$ cat src/rtl/onehot_recover_seq_pkg.sv
package onehot_recover_seq_pkg;

  typedef struct packed {
    logic advance;
    logic inject;
  } seqStrobeT;

endpackage

$ cat src/rtl/onehot_recover_seq_ctrl.sv
module onehot_recover_seq_ctrl
  import onehot_recover_seq_pkg::*;
#(
  parameter int STAGES = 3
) (
  input  logic              enable,
  input  logic [STAGES-1:0] injMask,
  output seqStrobeT         strobe
);

  // Injection wins over advance
  always_comb begin
    strobe.inject  = |injMask;
    strobe.advance = enable & ~strobe.inject;
  end

endmodule

$ cat src/rtl/onehot_recover_seq_datapath.sv
module onehot_recover_seq_datapath
  import onehot_recover_seq_pkg::*;
#(
  parameter int STAGES = 3
) (
  input  logic              clk,
  input  logic              rst,
  input  seqStrobeT         strobe,
  input  logic [STAGES-1:0] injMask,
  output logic [STAGES-1:0] stateQ,
  output logic              atHome,
  output logic              illegal,
  output logic              phaseA,
  output logic              phaseB
);

  localparam logic [STAGES-1:0] FIRST_CODE = STAGES'(1);
  localparam logic [STAGES-1:0] LAST_CODE  = STAGES'(1) << (STAGES - 1);
  localparam int                CNT_W      = $clog2(STAGES + 1);

  logic [STAGES-1:0] shifted;
  logic [CNT_W-1:0]  onesCount;

  // First stage: NOR of all bits, rest: plain chain with no wrap
  assign shifted[0] = ~|stateQ;
  generate
    for (genvar i = 1; i < STAGES; i++) begin : g_chain
      assign shifted[i] = stateQ[i-1];
    end
  endgenerate

  always_ff @(posedge clk) begin
    if (rst) begin
      stateQ <= '0;
    end else if (strobe.inject) begin
      stateQ <= stateQ ^ injMask;
    end else if (strobe.advance) begin
      stateQ <= shifted;
    end
  end

  always_comb begin
    onesCount = '0;
    for (int i = 0; i < STAGES; i++) begin
      onesCount = onesCount + CNT_W'(stateQ[i]);
    end
  end

  assign atHome  = (stateQ == '0);
  assign illegal = (onesCount > CNT_W'(1));
  assign phaseA  = (stateQ == FIRST_CODE);
  assign phaseB  = (stateQ == LAST_CODE);

endmodule

$ cat src/rtl/onehot_recover_seq.sv
module onehot_recover_seq
  import onehot_recover_seq_pkg::*;
#(
  parameter int NUM_STATES = 4
) (
  input  logic                  clk,
  input  logic                  rst,
  input  logic                  enable,
  input  logic [NUM_STATES-2:0] injMask,
  output logic [NUM_STATES-2:0] stateOut,
  output logic                  atHome,
  output logic                  illegal,
  output logic                  phaseA,
  output logic                  phaseB
);

  localparam int STAGES = NUM_STATES - 1;

  seqStrobeT strobe;

  onehot_recover_seq_ctrl #(.STAGES(STAGES)) u_ctrl (
    .enable  (enable),
    .injMask (injMask),
    .strobe  (strobe)
  );

  onehot_recover_seq_datapath #(.STAGES(STAGES)) u_dp (
    .clk     (clk),
    .rst     (rst),
    .strobe  (strobe),
    .injMask (injMask),
    .stateQ  (stateOut),
    .atHome  (atHome),
    .illegal (illegal),
    .phaseA  (phaseA),
    .phaseB  (phaseB)
  );

endmodule

$ cat config.mk
export PLATFORM = sky130hd
export DESIGN_NAME = onehot_recover_seq
export DESIGN_NICKNAME = d
export VERILOG_FILES = /design/src/rtl/onehot_recover_seq_pkg.sv /design/src/rtl/onehot_recover_seq_ctrl.sv /design/src/rtl/onehot_recover_seq_datapath.sv /design/src/rtl/onehot_recover_seq.sv
export SDC_FILE = /design/constraint.sdc
export NUM_CORES = 1
export LEC_CHECK = 0
export ABC_AREA = 1
export BUFFER_PORTS_ARGS = -buffer_cell sky130_fd_sc_hd__buf_2
export CELL_PAD_IN_SITES_DETAIL_PLACEMENT = 1
export CELL_PAD_IN_SITES_GLOBAL_PLACEMENT = 2
export CORE_UTILIZATION = 20
export DETAILED_ROUTE_END_ITERATION = 12
export PLACE_DENSITY = 0.82
export SLEW_MARGIN = 20
export SYNTH_ARGS = -nofsm -noshare
export SYNTH_HDL_FRONTEND = slang
export SYNTH_HIERARCHICAL = 1
export SYNTH_SLANG_ARGS = --single-unit
$ cat constraint.sdc
create_clock -name clk -period 2.1 [get_ports clk]
set_clock_uncertainty 0.2 [all_clocks]
set_input_delay 0.105 -clock clk [delete_from_list [all_inputs] [get_ports clk]]
set_output_delay 0.105 -clock clk [all_outputs]
set_load 0.01 [all_outputs]
==> impl_metrics.csv <==
group,metric,value,unit
sta,tns,0,ps
placement,finalWeightedCongestion,0.682,
final_layout,n_antenna_cell,0,
cts,h-tree-depth,1,
global_routing,grt_overflow_total,0,
power,ir_drop,0.000233,V
power,pwr-share-clk,0.422,
detailed_routing,drtPass1Iterations,4,
global_routing,grt_max_degree,11,
floorplanning,die_area,1530,sq um
cts,postCtsHoldBufs,2,
placement,dpl.hpwl,535,um
final_layout,fill_cells,182,
cts,clkTransAtPathRegs,40,ps
power,power_frac_comb,0.258,
setup_path,worstPathArrival,1610,ps
sta,fin_crit_sh,0.811,
status,outcome,"finished, final reports clean",
detailed_routing,drt_iter0_drc,2,
sta,slew_violations,0,
detailed_routing,route.detailed.drc,0,
setup_path,worstSetupEndpointType,"register",
cts,cts-buffers-inserted,3,
worst_hold_path,hp-class,"input port to register",
final_layout,layout-drive-gt1-share,0.328,
setup_path,critPathMaxFanout,8,
detailed_routing,vias,332,
power,power.switching,0.0704,mW
synth,synth-seq-cells,3,
sta,timing.slew.headroom,0.797,
final_layout,mostFrequentLayoutCells,"buf_2, inv_1, nand2_1",
floorplanning,ios,13,
setup_path,critical_path.cell_chain,"or2_2 -> nand3_1 -> a21oi_1 -> dlygate4sd3_1",
sta,hold_viol,0,
cts,root_buffer,"clkbuf_4",
power,sw_frac_of_total,0.302,
final_layout,syn_to_final_growth,41.4,%
placement,place_inst,73,
synth,synth_cell_type_count,15,
synth,syn-num-nets,54,
global_routing,grt_use_total,0.113,
cts,cts-resized-gates,0,
synth,syn_inst,47,
placement,port_buffers,12,
final_layout,top_regs,"u_dp/stateQ (3)",
synth,synth_seq_area_share,0.218,
global_routing,grt_pass1_vias,290,
detailed_routing,drt-wirelength-per-cell,9.11,um
sta,rsz0062_at_grt,"no",
setup_path,path_class,"register to register",
sta,max_freq,587,MHz
setup_path,slowest_stage,"dlygate4sd3_1",
floorplanning,die_x,39.1,um
global_routing,grt_pass1_wl,1140,um
run,maxCapViolCount,0,
setup_path,cp_data_required_time,2010,ps
floorplanning,die_h,39.1,um
global_routing,antenna_found_initial,0,
synth,ys.warnings.count,6,
synth,syn_area_per_cell,5.86,sq um
final_layout,largest_reg_flops,3,
final_layout,nets,72,
power,power.leakage,0.230,nW
detailed_routing,via_per_inst,4.20,
detailed_routing,postRouteAntennaNets,0,
cts,cts_max_path_buffers,2,
synth,syn-cell-area,275,sq um
final_layout,regArea,60.1,sq um
sta,worst-slew-pin-transition,304,ps
power,pwr-share-seq,0.320,
final_layout,final_common_cell,"buf_2",
final_layout,largest_register,"u_dp/stateQ",
floorplanning,coreArea,1280,sq um
detailed_routing,routed_wl,720,um
cts,cts_tree,"yes",
sta,fin_crit,1700,ps
power,p_int,0.163,mW
final_layout,stdcell_count,79,
floorplanning,initial_core_util,0.214,
setup_path,start_kind,"register",
final_layout,multi_input_area,163,sq um
cts,worstSkewPairLatency,230,ps
cts,cts.sinks,3,
floorplanning,rows,13,
sta,setup_violations,0,
power,p_per_area,600,nW/um^2
setup_path,cp_slowest_stage_delay,550,ps
cts,cts_setup_buffers,0,
[routing by layer]
metal / vias to the layer above / share of wire / track usage
li1: 179 / - / -
met1: 143 / 0.48 / 0.123
met2: 10 / 0.47 / 0.196
met3: 0 / 0.047 / 0.0347
met4: 0 / 0 / 0.0517
met5: - / 0 / 0
[critical path, delay by kind of cell (launching register included)]
kind	cells	cell delay, ps
and+or+nand+nor	2	390
buffers and inverters	1	550
AOI/OAI and AO/OA	1	60
DFF	1	380
[layout make-up]
cell class,instances,area share
clock buffers,4,0.0675
inverters,11,0.106
multi-input cells,32,0.418
flip-flops and latches,3,0.154
well taps,15,0.0482
repair buffers,14,0.206
[stage by stage]
| stage | worst slack, ps | instance area, sq um | util | hold WS [ps] | total power, mW |
|---|---|---|---|---|---|
| 3_5_place_dp | 721 | 343 | 0.267 | 103 | 0.133 |
| 2_1_floorplan | 829 | 275 | - | -25.9 | 0.111 |
| 3_3_place_gp | 744 | 343 | 0.267 | 107 | 0.132 |
| 4_1_cts | 408 | 389 | 0.303 | 5.89 | 0.239 |
| 6_report | 398 | 389 | 0.303 | 10.3 | 0.233 |
| 5_1_grt | 349 | 389 | 0.303 | 41.3 | 0.256 |
[power groups by stage]
| stage | sequential (mW) | clock, mW | combinational, mW |
|---|---|---|---|
| 2_1_floorplan | 0.0731 | 0 | 0.0377 |
| 3_3_place_gp | 0.0754 | 0 | 0.0564 |
| 3_5_place_dp | 0.0759 | 0 | 0.0568 |
| 4_1_cts | 0.0750 | 0.104 | 0.0608 |
| 5_1_grt | 0.0759 | 0.110 | 0.0701 |
| 6_report | 0.0746 | 0.0984 | 0.0603 |
[synth_stat cells]
| library cell | number | share of area |
|---|---|---|
| nand2_1 | 10 | 0.14 |
| or2_0 | 1 | 0.023 |
| nand3_1 | 7 | 0.13 |
| nand2_2 | 1 | 0.023 |
| inv_1 | 10 | 0.14 |
| or2_2 | 1 | 0.023 |
| nor3_1 | 3 | 0.055 |
| nor2_2 | 3 | 0.068 |
| nor2_1 | 2 | 0.027 |
| dfxtp_1 | 3 | 0.22 |
| inv_2 | 1 | 0.014 |
| a21o_1 | 1 | 0.027 |
| buf_6 | 1 | 0.041 |
| a21oi_1 | 2 | 0.036 |
| ha_1 | 1 | 0.045 |
[cells by family (layout without fill, tap and decap cells)]
| kind of cell | Yosys count | in the layout | synth area share |
|---|---|---|---|
| buf+inv | 12 | 29 | 0.191 |
| flops | 3 | 3 | 0.218 |
| fa+ha+maj | 1 | 1 | 0.0454 |
| simple gates | 28 | 28 | 0.482 |
| compound gates | 3 | 3 | 0.0636 |
[path summary, 6_finish.rpt]
| path | start | to | slack [ps] | cells after the start |
|---|---|---|---|---|
| setup reg to reg | u_dp/stateQ[2] | u_dp/stateQ[2] | 400 | 4 |
| hold reg to reg | u_dp/stateQ[1] | u_dp/stateQ[1] | 490 | 4 |
| hold / removal | injMask[1] | u_dp/stateQ[1] | 10 | 4 |
| setup / recovery | u_dp/stateQ[2] | u_dp/stateQ[2] | 400 | 4 |
Note: power is estimated with default switching activity, not from simulation.
